[src/rtl/ds1pm_pkg.sv]
package ds1pm_pkg;

    typedef enum logic [1:0] {
        ST_OFF   = 2'd0,
        ST_LOST  = 2'd1,
        ST_GOOD1 = 2'd2,
        ST_SYNC  = 2'd3
    } sync_st_t;

    typedef enum logic [1:0] {
        FM_PASS  = 2'd0,
        FM_REGEN = 2'd1,
        FM_AIS   = 2'd2
    } fmode_t;

    // 12-frame superframe framing bit for a frame position
    function automatic logic sf_fbit(input int unsigned pos);
        logic [11:0] pat;
        logic [11:0] sh;
        pat = 12'b1000_1101_1100;
        sh  = pat >> (11 - (pos % 12));
        return sh[0];
    endfunction

    // Framing positions of the 24-frame extended superframe
    function automatic logic esf_is_fps(input int unsigned pos);
        return (pos % 4) == 3;
    endfunction

    function automatic logic esf_fbit(input int unsigned pos);
        logic [5:0] pat;
        logic [5:0] sh;
        pat = 6'b001011;
        sh  = pat >> (5 - ((pos / 4) % 6));
        return sh[0];
    endfunction

endpackage

[src/rtl/ds1pm_mf_qual.sv]
module ds1pm_mf_qual #(
    parameter int FRAMES_PER_MF = 24,
    parameter int PH_W          = 2,
    localparam int IDX_W        = $clog2(FRAMES_PER_MF)
) (
    input  logic             clk,
    input  logic             rst_n,
    input  logic             frame_stb,
    input  logic             mf_start,
    input  logic [PH_W-1:0]  phase_in,
    output logic [IDX_W-1:0] cur_idx,
    output logic             mf_done,
    output logic             mf_bad
);
    logic [IDX_W-1:0] cnt_q;
    logic             acc_q;
    logic             last;
    logic             miss;
    logic             acc_base;

    always_comb begin
        cur_idx  = mf_start ? '0 : cnt_q;
        last     = (cur_idx == IDX_W'(FRAMES_PER_MF - 1));
        miss     = (phase_in != cur_idx[PH_W-1:0]);
        acc_base = mf_start ? 1'b0 : acc_q;
        mf_done  = frame_stb & last;
        mf_bad   = acc_base | miss;
    end

    always_ff @(posedge clk) begin
        if (!rst_n) begin
            cnt_q <= '0;
            acc_q <= 1'b0;
        end else if (frame_stb) begin
            cnt_q <= last ? '0 : cur_idx + IDX_W'(1);
            acc_q <= last ? 1'b0 : (acc_base | miss);
        end
    end
endmodule

[src/rtl/ds1pm_sync_fsm.sv]
module ds1pm_sync_fsm
    import ds1pm_pkg::*;
#(
    parameter int NT_W = 4
) (
    input  logic            clk,
    input  logic            rst_n,
    input  logic            sync_en,
    input  logic            mf_done,
    input  logic            mf_bad,
    input  logic [NT_W-1:0] ntime,
    output logic            lops,
    output logic            lops_chg
);
    sync_st_t        state_q, state_d;
    logic [NT_W-1:0] bad_cnt_q;
    logic [NT_W-1:0] n_eff;
    logic [NT_W:0]   bad_nxt;

    assign n_eff   = (ntime == '0) ? NT_W'(1) : ntime;
    assign bad_nxt = {1'b0, bad_cnt_q} + (NT_W+1)'(1);

    always_comb begin
        state_d = state_q;
        unique case (state_q)
            ST_OFF:   if (sync_en) state_d = ST_LOST;
            ST_LOST: begin
                if (!sync_en)                state_d = ST_OFF;
                else if (mf_done && !mf_bad) state_d = ST_GOOD1;
            end
            ST_GOOD1: begin
                if (!sync_en)     state_d = ST_OFF;
                else if (mf_done) state_d = mf_bad ? ST_LOST : ST_SYNC;
            end
            ST_SYNC: begin
                if (!sync_en)
                    state_d = ST_OFF;
                else if (mf_done && mf_bad && (bad_nxt >= {1'b0, n_eff}))
                    state_d = ST_LOST;
            end
            default:  state_d = ST_LOST;
        endcase
    end

    always_ff @(posedge clk) begin
        if (!rst_n) begin
            state_q   <= ST_LOST;
            bad_cnt_q <= '0;
        end else begin
            state_q <= state_d;
            if (state_q != ST_SYNC || state_d != ST_SYNC)
                bad_cnt_q <= '0;
            else if (mf_done)
                bad_cnt_q <= mf_bad ? bad_nxt[NT_W-1:0] : '0;
        end
    end

    always_comb begin
        lops     = (state_q == ST_LOST) || (state_q == ST_GOOD1);
        lops_chg = lops != ((state_d == ST_LOST) || (state_d == ST_GOOD1));
    end
endmodule

[src/rtl/ds1pm_delta.sv]
module ds1pm_delta (
    input  logic clk,
    input  logic rst_n,
    input  logic chg,
    input  logic clr,
    input  logic mask,
    output logic delta,
    output logic irq
);
    always_ff @(posedge clk) begin
        if (!rst_n)   delta <= 1'b0;
        else if (chg) delta <= 1'b1;
        else if (clr) delta <= 1'b0;
    end

    assign irq = delta & mask;
endmodule

[src/rtl/ds1pm_fbit_sel.sv]
module ds1pm_fbit_sel
    import ds1pm_pkg::*;
#(
    parameter int IDX_W = 5,
    parameter int SIG_W = 4
) (
    input  logic             sync_en,
    input  logic             fbit_wr_en,
    input  logic             esf_mode,
    input  logic             ais_inh,
    input  logic             lops,
    input  logic [IDX_W-1:0] idx,
    input  logic             f_in,
    input  logic [SIG_W-1:0] sig_in,
    input  logic [SIG_W-1:0] sig_dflt,
    output logic             f_out,
    output logic [SIG_W-1:0] sig_out,
    output logic             ais_req
);
    fmode_t      mode;
    logic        regen;
    int unsigned pos;

    always_comb begin
        pos = 32'(idx);
        if (sync_en && lops && !ais_inh)
            mode = FM_AIS;
        else if ((sync_en && !lops) || (!sync_en && fbit_wr_en))
            mode = FM_REGEN;
        else
            mode = FM_PASS;

        if (esf_mode)
            regen = esf_is_fps(pos) ? esf_fbit(pos) : f_in;
        else
            regen = sf_fbit(pos);

        unique case (mode)
            FM_AIS: begin
                f_out   = 1'b1;
                sig_out = sig_dflt;
                ais_req = 1'b1;
            end
            FM_REGEN: begin
                f_out   = regen;
                sig_out = sig_in;
                ais_req = 1'b0;
            end
            default: begin
                f_out   = f_in;
                sig_out = sig_in;
                ais_req = 1'b0;
            end
        endcase
    end
endmodule

[src/rtl/ds1_phase_monitor.sv]
module ds1_phase_monitor #(
    parameter int FRAMES_PER_MF = 24,
    parameter int PH_W          = 2,
    parameter int NT_W          = 4,
    parameter int SIG_W         = 4
) (
    input  logic             clk,
    input  logic             rst_n,
    input  logic             frame_stb,
    input  logic             mf_start,
    input  logic [PH_W-1:0]  phase_in,
    input  logic             f_in,
    input  logic [SIG_W-1:0] sig_in,
    input  logic             sync_en,
    input  logic             fbit_wr_en,
    input  logic             esf_mode,
    input  logic             ais_inh,
    input  logic [NT_W-1:0]  lops_ntime,
    input  logic [SIG_W-1:0] sig_dflt,
    input  logic             delta_clr,
    input  logic             irq_mask,
    output logic             f_out,
    output logic [SIG_W-1:0] sig_out,
    output logic             ais_req,
    output logic             lops,
    output logic             lops_delta,
    output logic             irq
);
    localparam int IDX_W = $clog2(FRAMES_PER_MF);

    logic [IDX_W-1:0] cur_idx;
    logic             mf_done;
    logic             mf_bad;
    logic             lops_chg;

    ds1pm_mf_qual #(.FRAMES_PER_MF(FRAMES_PER_MF), .PH_W(PH_W)) u_qual (
        .clk(clk), .rst_n(rst_n), .frame_stb(frame_stb), .mf_start(mf_start),
        .phase_in(phase_in), .cur_idx(cur_idx), .mf_done(mf_done), .mf_bad(mf_bad)
    );

    ds1pm_sync_fsm #(.NT_W(NT_W)) u_fsm (
        .clk(clk), .rst_n(rst_n), .sync_en(sync_en), .mf_done(mf_done),
        .mf_bad(mf_bad), .ntime(lops_ntime), .lops(lops), .lops_chg(lops_chg)
    );

    ds1pm_delta u_delta (
        .clk(clk), .rst_n(rst_n), .chg(lops_chg), .clr(delta_clr),
        .mask(irq_mask), .delta(lops_delta), .irq(irq)
    );

    ds1pm_fbit_sel #(.IDX_W(IDX_W), .SIG_W(SIG_W)) u_fsel (
        .sync_en(sync_en), .fbit_wr_en(fbit_wr_en), .esf_mode(esf_mode),
        .ais_inh(ais_inh), .lops(lops), .idx(cur_idx), .f_in(f_in),
        .sig_in(sig_in), .sig_dflt(sig_dflt), .f_out(f_out),
        .sig_out(sig_out), .ais_req(ais_req)
    );
endmodule

[config.mk]
export PLATFORM = sky130hd
export DESIGN_NAME = ds1_phase_monitor
export DESIGN_NICKNAME = d
export VERILOG_FILES = /design/src/rtl/ds1pm_pkg.sv /design/src/rtl/ds1pm_mf_qual.sv /design/src/rtl/ds1pm_sync_fsm.sv /design/src/rtl/ds1pm_delta.sv /design/src/rtl/ds1pm_fbit_sel.sv /design/src/rtl/ds1_phase_monitor.sv
export SDC_FILE = /design/constraint.sdc
export NUM_CORES = 1
export LEC_CHECK = 0
export ABC_CLOCK_PERIOD_IN_PS = 2520
export BUFFER_PORTS_ARGS = -buffer_cell sky130_fd_sc_hd__buf_2
export CORE_MARGIN = 2
export CORE_UTILIZATION = 35
export CTS_CLUSTER_DIAMETER = 120
export DETAILED_ROUTE_END_ITERATION = 8
export PLACE_DENSITY = 0.65
export SLEW_MARGIN = 20
export SYNTH_ARGS = -nofsm -noshare
export SYNTH_HDL_FRONTEND = slang
export SYNTH_SLANG_ARGS = --single-unit
[constraint.sdc]
create_clock -name clk -period 2.52 [get_ports clk]
set_clock_uncertainty 0.1 [all_clocks]
set_input_delay 0.252 -clock clk [delete_from_list [all_inputs] [get_ports clk]]
set_output_delay 0.252 -clock clk [all_outputs]
set_load 0.05 [all_outputs]
Yosys cells after proc, flatten, opt, wreduce, memory -nomap -nowiden
Cells that the tools add are included.
- bits in registers: 13
- bits of input ports: 25
- add/subtract/negate cells: 4
- div/mod/pow operators: 2
- magnitude comparators: 1
- equality and inequality tests: 13
- shifts and indexed selects: 2
- mux-type cells: 24
- bitwise gates (word level): 4
- reduce and logical (&&, ||, !) cells: 19
- operators by type and width (cell ; number):
    modulo 3 x 3 -> 32 bit (second input constant) ; 1
    modulo 5 x 4 -> 32 bit (second input constant) ; 1
    >> shifter 12 x 32 -> 1 bit (first input constant) ; 1
    >> shifter 4 x 32 -> 1 bit (first input constant) ; 1
    subtractor 3 x 32 -> 32 bit (first input constant) ; 1
    subtractor 4 x 32 -> 32 bit (first input constant) ; 1
    2-to-1 mux 2 bit ; 9
    2-to-1 mux 4 bit ; 3
    == test 2 bit (second input constant) ; 5
    2-to-1 mux 5 bit ; 2
    2-to-1 mux 1 bit ; 8
    case mux 2 bit (4 select lines) ; 1
    logical AND 1 bit ; 7
    == test 2 x 1 -> 1 bit (second input constant) ; 3
    adder 4 x 1 -> 5 bit (second input constant) ; 1
    adder 5 x 1 -> 5 bit (second input constant) ; 1
    == test 5 bit (second input constant) ; 1
    greater-or-equal comparator 5 x 4 -> 1 bit ; 1
    zero test 1 bit ; 4
    zero test 4 bit ; 1
    logical OR 1 bit ; 4
    != test 2 bit (second input constant) ; 2
    AND 1 bit ; 2
    zero test 2 bit ; 1
    7 further kinds ; 7

Logic depth before layout (Yosys ltp)
Gate-level depths: netlist (run 1).
- word-level depth: 12
- depth in mapped cells: 11

Hierarchy
From an unflattened synthesis (run 1), not the netlist that was laid out.
- cells, all modules: 180
- area total of the unflattened synthesis: 1403.8 µm²
- modules (own cells, without submodules) (module ; times used ; cells an instance ; area an instance (µm²) ; sequential area each (µm²)):
    ds1pm_sync_fsm ; 1 ; 70 ; 584.3 ; 120.1
    ds1pm_mf_qual ; 1 ; 49 ; 390.4 ; 120.1
    ds1pm_fbit_sel ; 1 ; 57 ; 380.4 ; 0.0
    ds1pm_delta ; 1 ; 4 ; 48.8 ; 20.0

Worst setup path before layout (run 1)
Ideal clock, no wire load.
- kind: register to output
- start: register u_qual.cnt_q[4]
- end: output port f_out
- arrival: 2.602 ns
- required time: 2.168 ns
- path slack: -0.434 ns
- stages on the path, launching flop included: 10
- path buffers: 0
- path through: dfxtp_1 -> nor2b_1 -> ha_1 -> nand3b_1 -> a21oi_2 -> mux2_2 -> ha_1 -> o31a_1 -> a2111oi_0 -> a31o_1
- word-level cells in the longest chain between the ends: 7
- elaborated cells between the ends (all ways): 10
- those cells by class: add/sub (2); div (2); shift (2); mux (4)
- RTL lines (item ; RTL line ; source):
    start: declaration ; ds1pm_mf_qual.sv:15 ; logic [IDX_W-1:0] cnt_q;
    start signal: assignment ; ds1pm_mf_qual.sv:35 ; cnt_q <= last ? '0 : cur_idx + IDX_W'(1);
    2-to-1 mux 5 bit (*) ; ds1pm_mf_qual.sv:22 ; cur_idx = mf_start ? '0 : cnt_q;
    branches (longest 4 deep; another with modulo 5 x 4 -> 32 bit) ; -- ;
    2-to-1 mux 1 bit (*) ; ds1pm_fbit_sel.sv:33 ; if (esf_mode)
    case mux 1 bit (2 select lines) (*) ; ds1pm_fbit_sel.sv:38 ; unique case (mode)
    end: declaration ; ds1_phase_monitor.sv:22 ; output logic f_out,
Mark *: on every way between the ends.

Final worst setup path (run 1)
Ends and elaborated chain as after synthesis.

==> impl_metrics.yaml, run 1 <==
outcome:
  status: "complete, but fails checks"
  failed_checks: "setup timing"
clock_tree:
  clk_pin_slew_ns: 0.06
  cts_root_buffer: "clkbuf_8"
  cts_tree: "built"
  clock-sinks: 13
  insertion_delay_ns: 0.25
  htreeDepth: 1
  cts_buffers: 3
  clock_path_buffers: 2
yosys:
  synth_ff_type: "dfxtp_1"
  ys_ff_latch: 13
  syn_inst: 181
  ys_warn_count: 0
  yosys.area.top_type: "dfxtp_1"
  ys_seq_area_share_pct: 18.5
  synth.most_common_cell: "nand2_1"
  synth_area_um2: 1410
  synth_top_cells_by_count: "nand2_1 (24), ha_1 (15), dfxtp_1 (13), nor2_1 (13), inv_1 (12)"
  yosys-top-cells-area: "dfxtp_1 (18%), ha_1 (13%), nand2_1 (6.4%)"
  yosysUniqueCellTypes: 59
  async_flop_share_pct: 0
  syn-num-nets: 221
  synth_area_per_cell_um2: 7.79
  netlist.area_leader.share_pct: 18.5
  synth-edff-count: 0
hold_path:
  worstHoldStart: "delta_clr"
  hp-class: "in -> reg"
  holdPathStages: 3
  min_delay_worst_endpoint: "u_delta.delta"
routing:
  wl_per_cell_um: 12.3
  drt-total-wl_um: 3520
  vias_per_cell: 5.16
  post-route-drc-count: 0
  drtPass1Iterations: 4
  vias: 1481
  drt_iter0_drc: 46
  ant_nets: 0
cells_and_area:
  layout-drive-gt1-share_pct: 40.1
  syn_to_final_growth_pct: 39.0
  diodes: 0
  layout.nets: 278
critical_path:
  r2r_end: "u_delta.delta"
  cp-end-kind: "output port"
  crit_path_start_kind: "register"
  critPathArrivalTime_ns: 2.58
  critical_path_class: "reg -> out"
  crit_required_ns: 2.17
  crit_fanout: 2
  reg2reg_from: "u_fsm.bad_cnt_q[1]"
  rr_worst_depth: 9
  r2r_slack_ns: 0.15
floorplan:
  die_area_um2: 4550
  num_io_pins: 34
  core_area_um2: 3940
  rows: 23
  start_util_pct: 35.8
  die_h_um: 67.5
  die_w_um: 67.5
sta:
  hold_viol: 0
  setup_slack_ns: -0.412
  fin_tns_setup_ns: -0.412
  fin_crit_ns: 2.93
  drv_slew: 0
  max-slew-margin-rel_pct: 75.2
  max_freq_ghz: 0.341
  post-route-period-util_pct: 116
  finalSetupViolations: 1
  rsz0062_at_grt: "true"
  tightest_slew_ns: 0.367
grt:
  use_met3_pct: 2.17
  grt-busiest-layer: "met2"
  grt_use_total_pct: 15.6
  overflow: 0
  grt_max_degree: 19
  antenna_found_initial: 0
  grt_use_met1_pct: 20.3
  grt_pass1_vias: 1333
  grt_pass1_wl_um: 5510
  grtUsageMet2_pct: 25.6
power_and_ir_drop:
  powerDensity_nw_per_um2: 327
  ir_worst_vdd_mv: 0.268
  power.leakage_nw: 0.860
place:
  io_buffer_count: 33
  gp_congestion: 0.784
  dp_hpwl_um: 2660
  place_ws_ns: -0.315
flow_run:
  maxCapViolCount: 0
## per-layer routing
layer  vias to the layer above  wire length (um)
met2                        25              1660
met5                         -                 0
met1                       687              1690
li1                        761                 -
met3                         8                98
met4                         0                74
## cell families (layout without fill, tap and decap cells)
| family | Yosys count | count (layout) | share of synthesized area (%) |
|---|---|---|---|
| AND/OR/NAND/NOR | 74 | 74 | 28.1 |
| AO/OA/AOI/OAI | 50 | 50 | 26.4 |
| buffers and inverters | 19 | 75 | 6.30 |
| adder cells (fa/ha/maj) | 15 | 15 | 13.3 |
| flip-flops | 13 | 13 | 18.5 |
| XOR/XNOR | 5 | 5 | 3.64 |
| multiplexers | 5 | 5 | 3.73 |
## sequential cells by signal, summed over array words and instances, names as in the netlist
name,count
u_qual.cnt_q,5
u_fsm.bad_cnt_q,4
u_fsm.state_q,2
u_delta.delta,1
u_qual.acc_q,1
## timing repair
action / 4_1_cts / 5_1_grt
setup endpoints to repair: 1 / 6
pin swaps: 2 / 4
gates resized for setup: 4 / 10
hold endpoints to repair: 0 / 0
buffers inserted: 0 / 0
hold buffers: 0 / 0
## stage by stage
| step | instances | instance area, um2 | util, % | power [W] | hold slack, ns |
|---|---|---|---|---|---|
| 2_1_floorplan | 181 | 1480 | - | 0.000381 | 0.338 |
| 3_3_place_gp | 283 | 1860 | 47.1 | 0.000438 | 0.371 |
| 3_5_place_dp | 283 | 1860 | 47.1 | 0.000439 | 0.392 |
| 4_1_cts | 287 | 1910 | 48.5 | 0.000640 | 0.168 |
| 5_1_grt | 287 | 1960 | 49.7 | 0.000675 | 0.188 |
| 6_report | 287 | 1960 | 49.7 | 0.000640 | 0.156 |
## critical path, stage by stage, from the launching register on
cell,delay [ns]
dfxtp_2,0.32
nor2b_4,0.16
ha_4,0.21
nand3b_1,0.16
a21oi_2,0.18
mux2_4,0.33
ha_4,0.27
nor2_2,0.03
a311o_1,0.28
a31o_4,0.24
buf_8,0.14
## worst max-delay path by stage
stage,start,end,slack (ns),cells after the start
6_report,u_qual.cnt_q[4],f_out,-0.41,10
5_1_grt,u_qual.cnt_q[4],f_out,-0.53,10
4_1_cts,u_qual.cnt_q[4],f_out,-0.45,10
3_5_place_dp,mf_start,f_out,-0.32,11
3_3_place_gp,mf_start,f_out,-0.26,11
2_1_floorplan,u_qual.cnt_q[3],f_out,-0.15,10
## area by class of cell
class / count / area (um2)
fillers: 394 / 1980
multi-input cells: 149 / 1170
repair buffers: 59 / 370
flip-flops and latches: 13 / 263
well taps: 50 / 62.6
inverters: 12 / 48.8
clock buffers: 3 / 41.3
clock inverters: 1 / 5.00
## cell usage in the layout (no fill, tap or decap), types with 3 or more instances in the layout
| cell type | netlist | routed |
|---|---|---|
| a21oi_1 | 6 | 6 |
| a31oi_1 | 3 | 3 |
| and2_1 | 4 | 4 |
| buf_2 | 2 | 32 |
| buf_4 | 0 | 26 |
| clkbuf_8 | 0 | 3 |
| dfxtp_1 | 13 | 11 |
| ha_1 | 15 | 11 |
| inv_1 | 12 | 11 |
| mux2i_1 | 3 | 3 |
| nand2_1 | 24 | 24 |
| nand2b_1 | 7 | 7 |
| nand3b_1 | 3 | 3 |
| nor2_1 | 13 | 12 |
| nor2b_1 | 5 | 3 |
| o21ai_0 | 7 | 6 |
| o21ai_1 | 2 | 3 |
## power by group
group	switching, W	leakage (nW)	total, W	internal (W)
sequential	0.00000909	0.107	0.000223	0.000214
combinational	0.000134	0.728	0.000222	0.0000879
clock	0.0000860	0.0255	0.000195	0.000109
Note: power is estimated with default switching activity, not from simulation.
==> run 2, diff against run 1 <==
Settings changed: SKIP_CTS_REPAIR_TIMING set to 1.
==> impl_metrics.yaml, run 2 (synthesis results as in run 1) <==
outcome:
  status: "complete, but fails checks"
  failed_checks: "setup timing"
critical_path:
  critPathArrivalTime_ns: 2.59
  crit_fanout: 2
  cp-end-kind: "output port"
  crit_path_start_kind: "register"
  crit_required_ns: 2.17
  critical_path_class: "reg -> out"
cells_and_area:
  syn_to_final_growth_pct: 38.6
  top_register: "u_qual.cnt_q"
  diodes: 0
  final_core_utilization_pct: 49.6
  final_cell_mix: "buf_2 (32), buf_4 (26), nand2_1 (24)"
  n_fill_cell: 393
  final-seq-area_um2: 263
  final_common_cell: "buf_2"
  largest_register_ffs: 5
  multi_input_area_um2: 1170
  layout-drive-gt1-share_pct: 39.7
  reg.largest.list: "u_qual.cnt_q: 5 flops, u_fsm.bad_cnt_q: 4 flops, u_fsm.state_q: 2 flops"
  layout.nets: 278
sta:
  whs_ns: 0.156
  drv_slew: 0
  setup_slack_ns: -0.424
  finalSetupViolations: 1
  tightest_slew_ns: 0.367
  fin_crit_ns: 2.94
  rsz0062_at_grt: "true"
  post-route-period-util_pct: 117
  hold_viol: 0
  max_freq_ghz: 0.340
  max-slew-margin-rel_pct: 75.2
routing:
  vias: 1477
  vias_per_cell: 5.15
  ant_nets: 0
  drtPass1Iterations: 4
  wl_per_cell_um: 12.2
  post-route-drc-count: 0
  drt-total-wl_um: 3500
  drt_iter0_drc: 31
clock_tree:
  clk_pin_slew_ns: 0.06
  cts_buffers: 3
  insertion_delay_ns: 0.25
  htreeDepth: 1
  cts_root_buffer: "clkbuf_8"
  clock-sinks: 13
  cts_tree: "built"
  clock_path_buffers: 2
grt:
  overflow: 0
  grt_max_degree: 19
  grt_pass1_vias: 1333
  grt_pass1_wl_um: 5510
  grt_use_total_pct: 15.6
  antenna_found_initial: 0
power_and_ir_drop:
  power_w: 0.000638
  power.leakage_nw: 0.858
  ir_worst_vdd_mv: 0.270
  powerDensity_nw_per_um2: 326
floorplan:
  num_io_pins: 34
  core_area_um2: 3940
  start_util_pct: 35.8
  rows: 23
  die_w_um: 67.5
  die_h_um: 67.5
  die_area_um2: 4550
place:
  io_buffer_count: 33
  gp_congestion: 0.784
  dp_hpwl_um: 2660
flow_run:
  maxCapViolCount: 0
hold_path:
  hp-class: "in -> reg"
[run 2: routing by layer]
layer,track usage (%),part of all wire (%)
met5,0,0
met1,20.3,48
met2,25.6,47
met4,6.38,2.1
met3,2.17,3.1
[run 2: layout make-up]
cell class,count,share of cell area (%)
Clock buffer,3,2.11
Clock inverter,1,0.256
Inverter,12,2.50
Multi-Input combinational cell,149,59.7
Sequential cell,13,13.4
Tap cell,50,3.20
Timing Repair Buffer,59,18.8
[run 2: power breakdown]
part	switching [W]	internal [W]	total, W
registers	0.00000909	0.000214	0.000223
logic	0.000133	0.0000862	0.000219
clock network	0.0000859	0.000109	0.000195
[run 2: worst paths after layout]
kind | from | endpoint | slack, ns | cells after the start
max | u_qual.cnt_q[4] | f_out | -0.42 | 10
min | delta_clr | u_delta.delta | 0.16 | 3
max reg2reg | u_fsm.bad_cnt_q[1] | u_delta.delta | 0.14 | 9
min reg2reg | u_delta.delta | u_delta.delta | 0.39 | 2
[run 2: critical path, stage by stage, from the launching register on]
cell and delay (ns):
dfxtp_2 0.32, nor2b_4 0.16, ha_4 0.21, nand3b_1 0.16, a21oi_2 0.19, mux2_4 0.33, ha_4 0.27, nor2_1 0.04
a311o_1 0.28, a31o_4 0.23, buf_6 0.14
[run 2: metrics by stage]
stage | setup TNS (ns) | worst slack (ns) | cells | area [um2]
after detailed placement | -0.337 | -0.315 | 283 | 1860
after global placement | -0.261 | -0.261 | 283 | 1860
after CTS | -0.536 | -0.536 | 287 | 1900
after global routing | -0.549 | -0.549 | 287 | 1950
final | -0.424 | -0.424 | 287 | 1950
after floorplan | -0.152 | -0.152 | 181 | 1480
==> run 3, diff against run 2 <==
Settings changed: GPL_TIMING_DRIVEN set to 0, SYNTH_HIERARCHICAL set to 1.
==> impl_metrics.yaml, run 3 <==
yosys:
  synth.most_common_cell: "nand2_1"
  syn_inst: 180
  ys_seq_area_share_pct: 18.5
  synth_area_per_cell_um2: 7.80
  async_flop_share_pct: 0
  yosysUniqueCellTypes: 53
  yosys.area.top_type: "dfxtp_1"
  synth_ff_type: "dfxtp_1"
  synth-edff-count: 0
  ys_ff_latch: 13
  synth_top_cells_by_count: "nand2_1 (24), ha_1 (16), a21oi_1 (13), dfxtp_1 (13)"
  netlist.area_leader.share_pct: 18.5
  ys_warn_count: 6
  synth_area_um2: 1400
  yosys-top-cells-area: "dfxtp_1 (19%), ha_1 (14%), nand2_1 (6.4%)"
routing:
  ant_nets: 0
  drtPass1Iterations: 4
  vias: 1363
  wl_per_cell_um: 11.1
  post-route-drc-count: 0
  drt-total-wl_um: 3050
  drt_iter0_drc: 57
  vias_per_cell: 4.97
cells_and_area:
  syn_to_final_growth_pct: 31.0
  final_cell_mix: "buf_2 (29), nand2_1 (23), ha_1 (14)"
  final_common_cell: "buf_2"
  reg.largest.list: "u_qual/cnt_q: 5 flops, u_fsm/bad_cnt_q: 4 flops, u_fsm/state_q: 2 flops"
  final_area_um2: 1840
  final_cells: 274
  diodes: 0
  layout.nets: 266
  top_register: "u_qual/cnt_q"
  layout-drive-gt1-share_pct: 35.7
  largest_register_ffs: 5
floorplan:
  die_h_um: 67.3
  core_area_um2: 3940
  die_w_um: 67.3
  die_area_um2: 4530
  start_util_pct: 35.6
  num_io_pins: 34
  rows: 23
critical_path:
  critical_path_class: "reg -> out"
  cp-end-kind: "output port"
  crit_path_start_kind: "register"
  critPathArrivalTime_ns: 2.68
  slowest_stage: "dfxtp_2"
  cp_num_buf_inv: 2
  crit_top_cell: "ha_1"
  crit_chain: "nor2b_4 > clkbuf_1 > ha_1 > nand3b_1 > mux2i_2 > nand2_1 > o21ai_1 > ha_1 > nand2b_4 > o31ai_1 > a311o_1 > o211ai_4 > buf_6"
  critical-path-top-delay-family: "compound AO/OA/AOI/OAI gates"
  crit_fanout: 5
  crit_required_ns: 2.17
  slowest_delay_ns: 0.35
power_and_ir_drop:
  power.leakage_nw: 0.775
  intPower_w: 0.000474
  p_clk_share_pct: 23.7
  powerDensity_nw_per_um2: 426
  ir_worst_vdd_mv: 0.259
  switching_share_pct: 39.6
  p_comb_share_pct: 46.3
  power_w: 0.000784
  p_switching_w: 0.000311
  power_frac_seq_pct: 30.1
grt:
  grt_pass1_wl_um: 5040
  grt_max_degree: 13
  overflow: 0
  grt_pass1_vias: 1198
  antenna_found_initial: 0
  grt_use_total_pct: 14.0
sta:
  drv_slew: 0
  rsz0062_at_grt: "true"
  max_freq_ghz: 0.329
  hold_viol: 0
  finalSetupViolations: 6
  fin_crit_ns: 3.04
  setup_slack_ns: -0.517
  whs_ns: 0.250
  post-route-period-util_pct: 121
place:
  place_area_um2: 1670
  place_ws_ns: -0.639
  dp.cells: 265
  io_buffer_count: 32
  dp_hpwl_um: 2420
  gp_congestion: 0.776
clock_tree:
  insertion_delay_ns: 0.24
  clk_pin_slew_ns: 0.05
  cts_tree: "built"
  clock_path_buffers: 2
  cts_root_buffer: "clkbuf_8"
  cts_buffers: 3
  htreeDepth: 1
  clock-sinks: 13
flow_run:
  maxCapViolCount: 0
hold_path:
  hp-class: "in -> reg"
outcome:
  failed_checks: "setup timing"
  status: "complete, but fails checks"
-- run 3: power groups by stage --
| stage | sequential (W) | combinational [W] | clock [W] |
|---|---|---|---|
| 2_1_floorplan | 0.000259 | 0.000243 | 0 |
| 3_3_place_gp | 0.000241 | 0.000335 | 0 |
| 3_5_place_dp | 0.000241 | 0.000339 | 0 |
| 4_1_cts | 0.000237 | 0.000340 | 0.000194 |
| 5_1_grt | 0.000238 | 0.000397 | 0.000202 |
| 6_report | 0.000236 | 0.000363 | 0.000186 |
-- run 3: worst paths after layout --
check / startpoint / endpoint / slack [ns] / depth (start not counted)
setup / recovery: u_qual/cnt_q[3] / f_out / -0.52 / 13
hold / removal: rst_n / u_fsm/state_q[1] / 0.25 / 3
setup reg to reg: u_qual/cnt_q[1] / u_delta/delta / -0.30 / 11
hold reg to reg: u_qual/acc_q / u_qual/acc_q / 0.38 / 2
-- run 3: logic make-up (layout without fill, tap and decap cells) --
logic type	Yosys count	count (layout)	share of synthesized area, %
xor+xnor	5	5	3.12
buf+inv	16	57	5.88
flops	13	13	18.5
other cells	2	5	0.535
fa+ha+maj	16	16	14.3
mux	2	2	1.52
compound gates	48	48	25.3
simple gates	78	78	30.8
-- run 3: worst reg2reg max path: stages (launching register included) --
cell and delay, ns:
dfxtp_4 0.36, or4_4 0.54, o31a_1 0.13, a221oi_2 0.30, a21oi_2 0.13, nor2b_2 0.19, a21oi_2 0.05, o22a_1 0.22
a21oi_2 0.13, ha_2 0.28, xor2_1 0.14, o21a_1 0.16
-- run 3: final cells by class --
type | count | area (um2)
fill | 409 | 2100
multi-input combinational | 154 | 1160
sequential | 13 | 268
timing repair buffer | 37 | 209
tap | 50 | 62.6
buffer | 6 | 52.6
clock buffer | 4 | 45.0
inverter | 10 | 41.3
-- run 3: routing by layer --
layer / track usage [%] / up-vias / routed length, um
met2: 23.8 / 12 / 1490
met5: 0 / - / 0
met4: 1.53 / 0 / 10
met3: 3.00 / 2 / 72
met1: 18.8 / 619 / 1480
li1: - / 730 / -
-- run 3: metrics by stage --
step,util (%),setup TNS (ns)
after floorplan,-,-0.468
after global placement,42.4,-1.73
after detailed placement,42.4,-1.94
after CTS,43.5,-2.06
after global routing,46.7,-1.93
final,46.7,-1.15
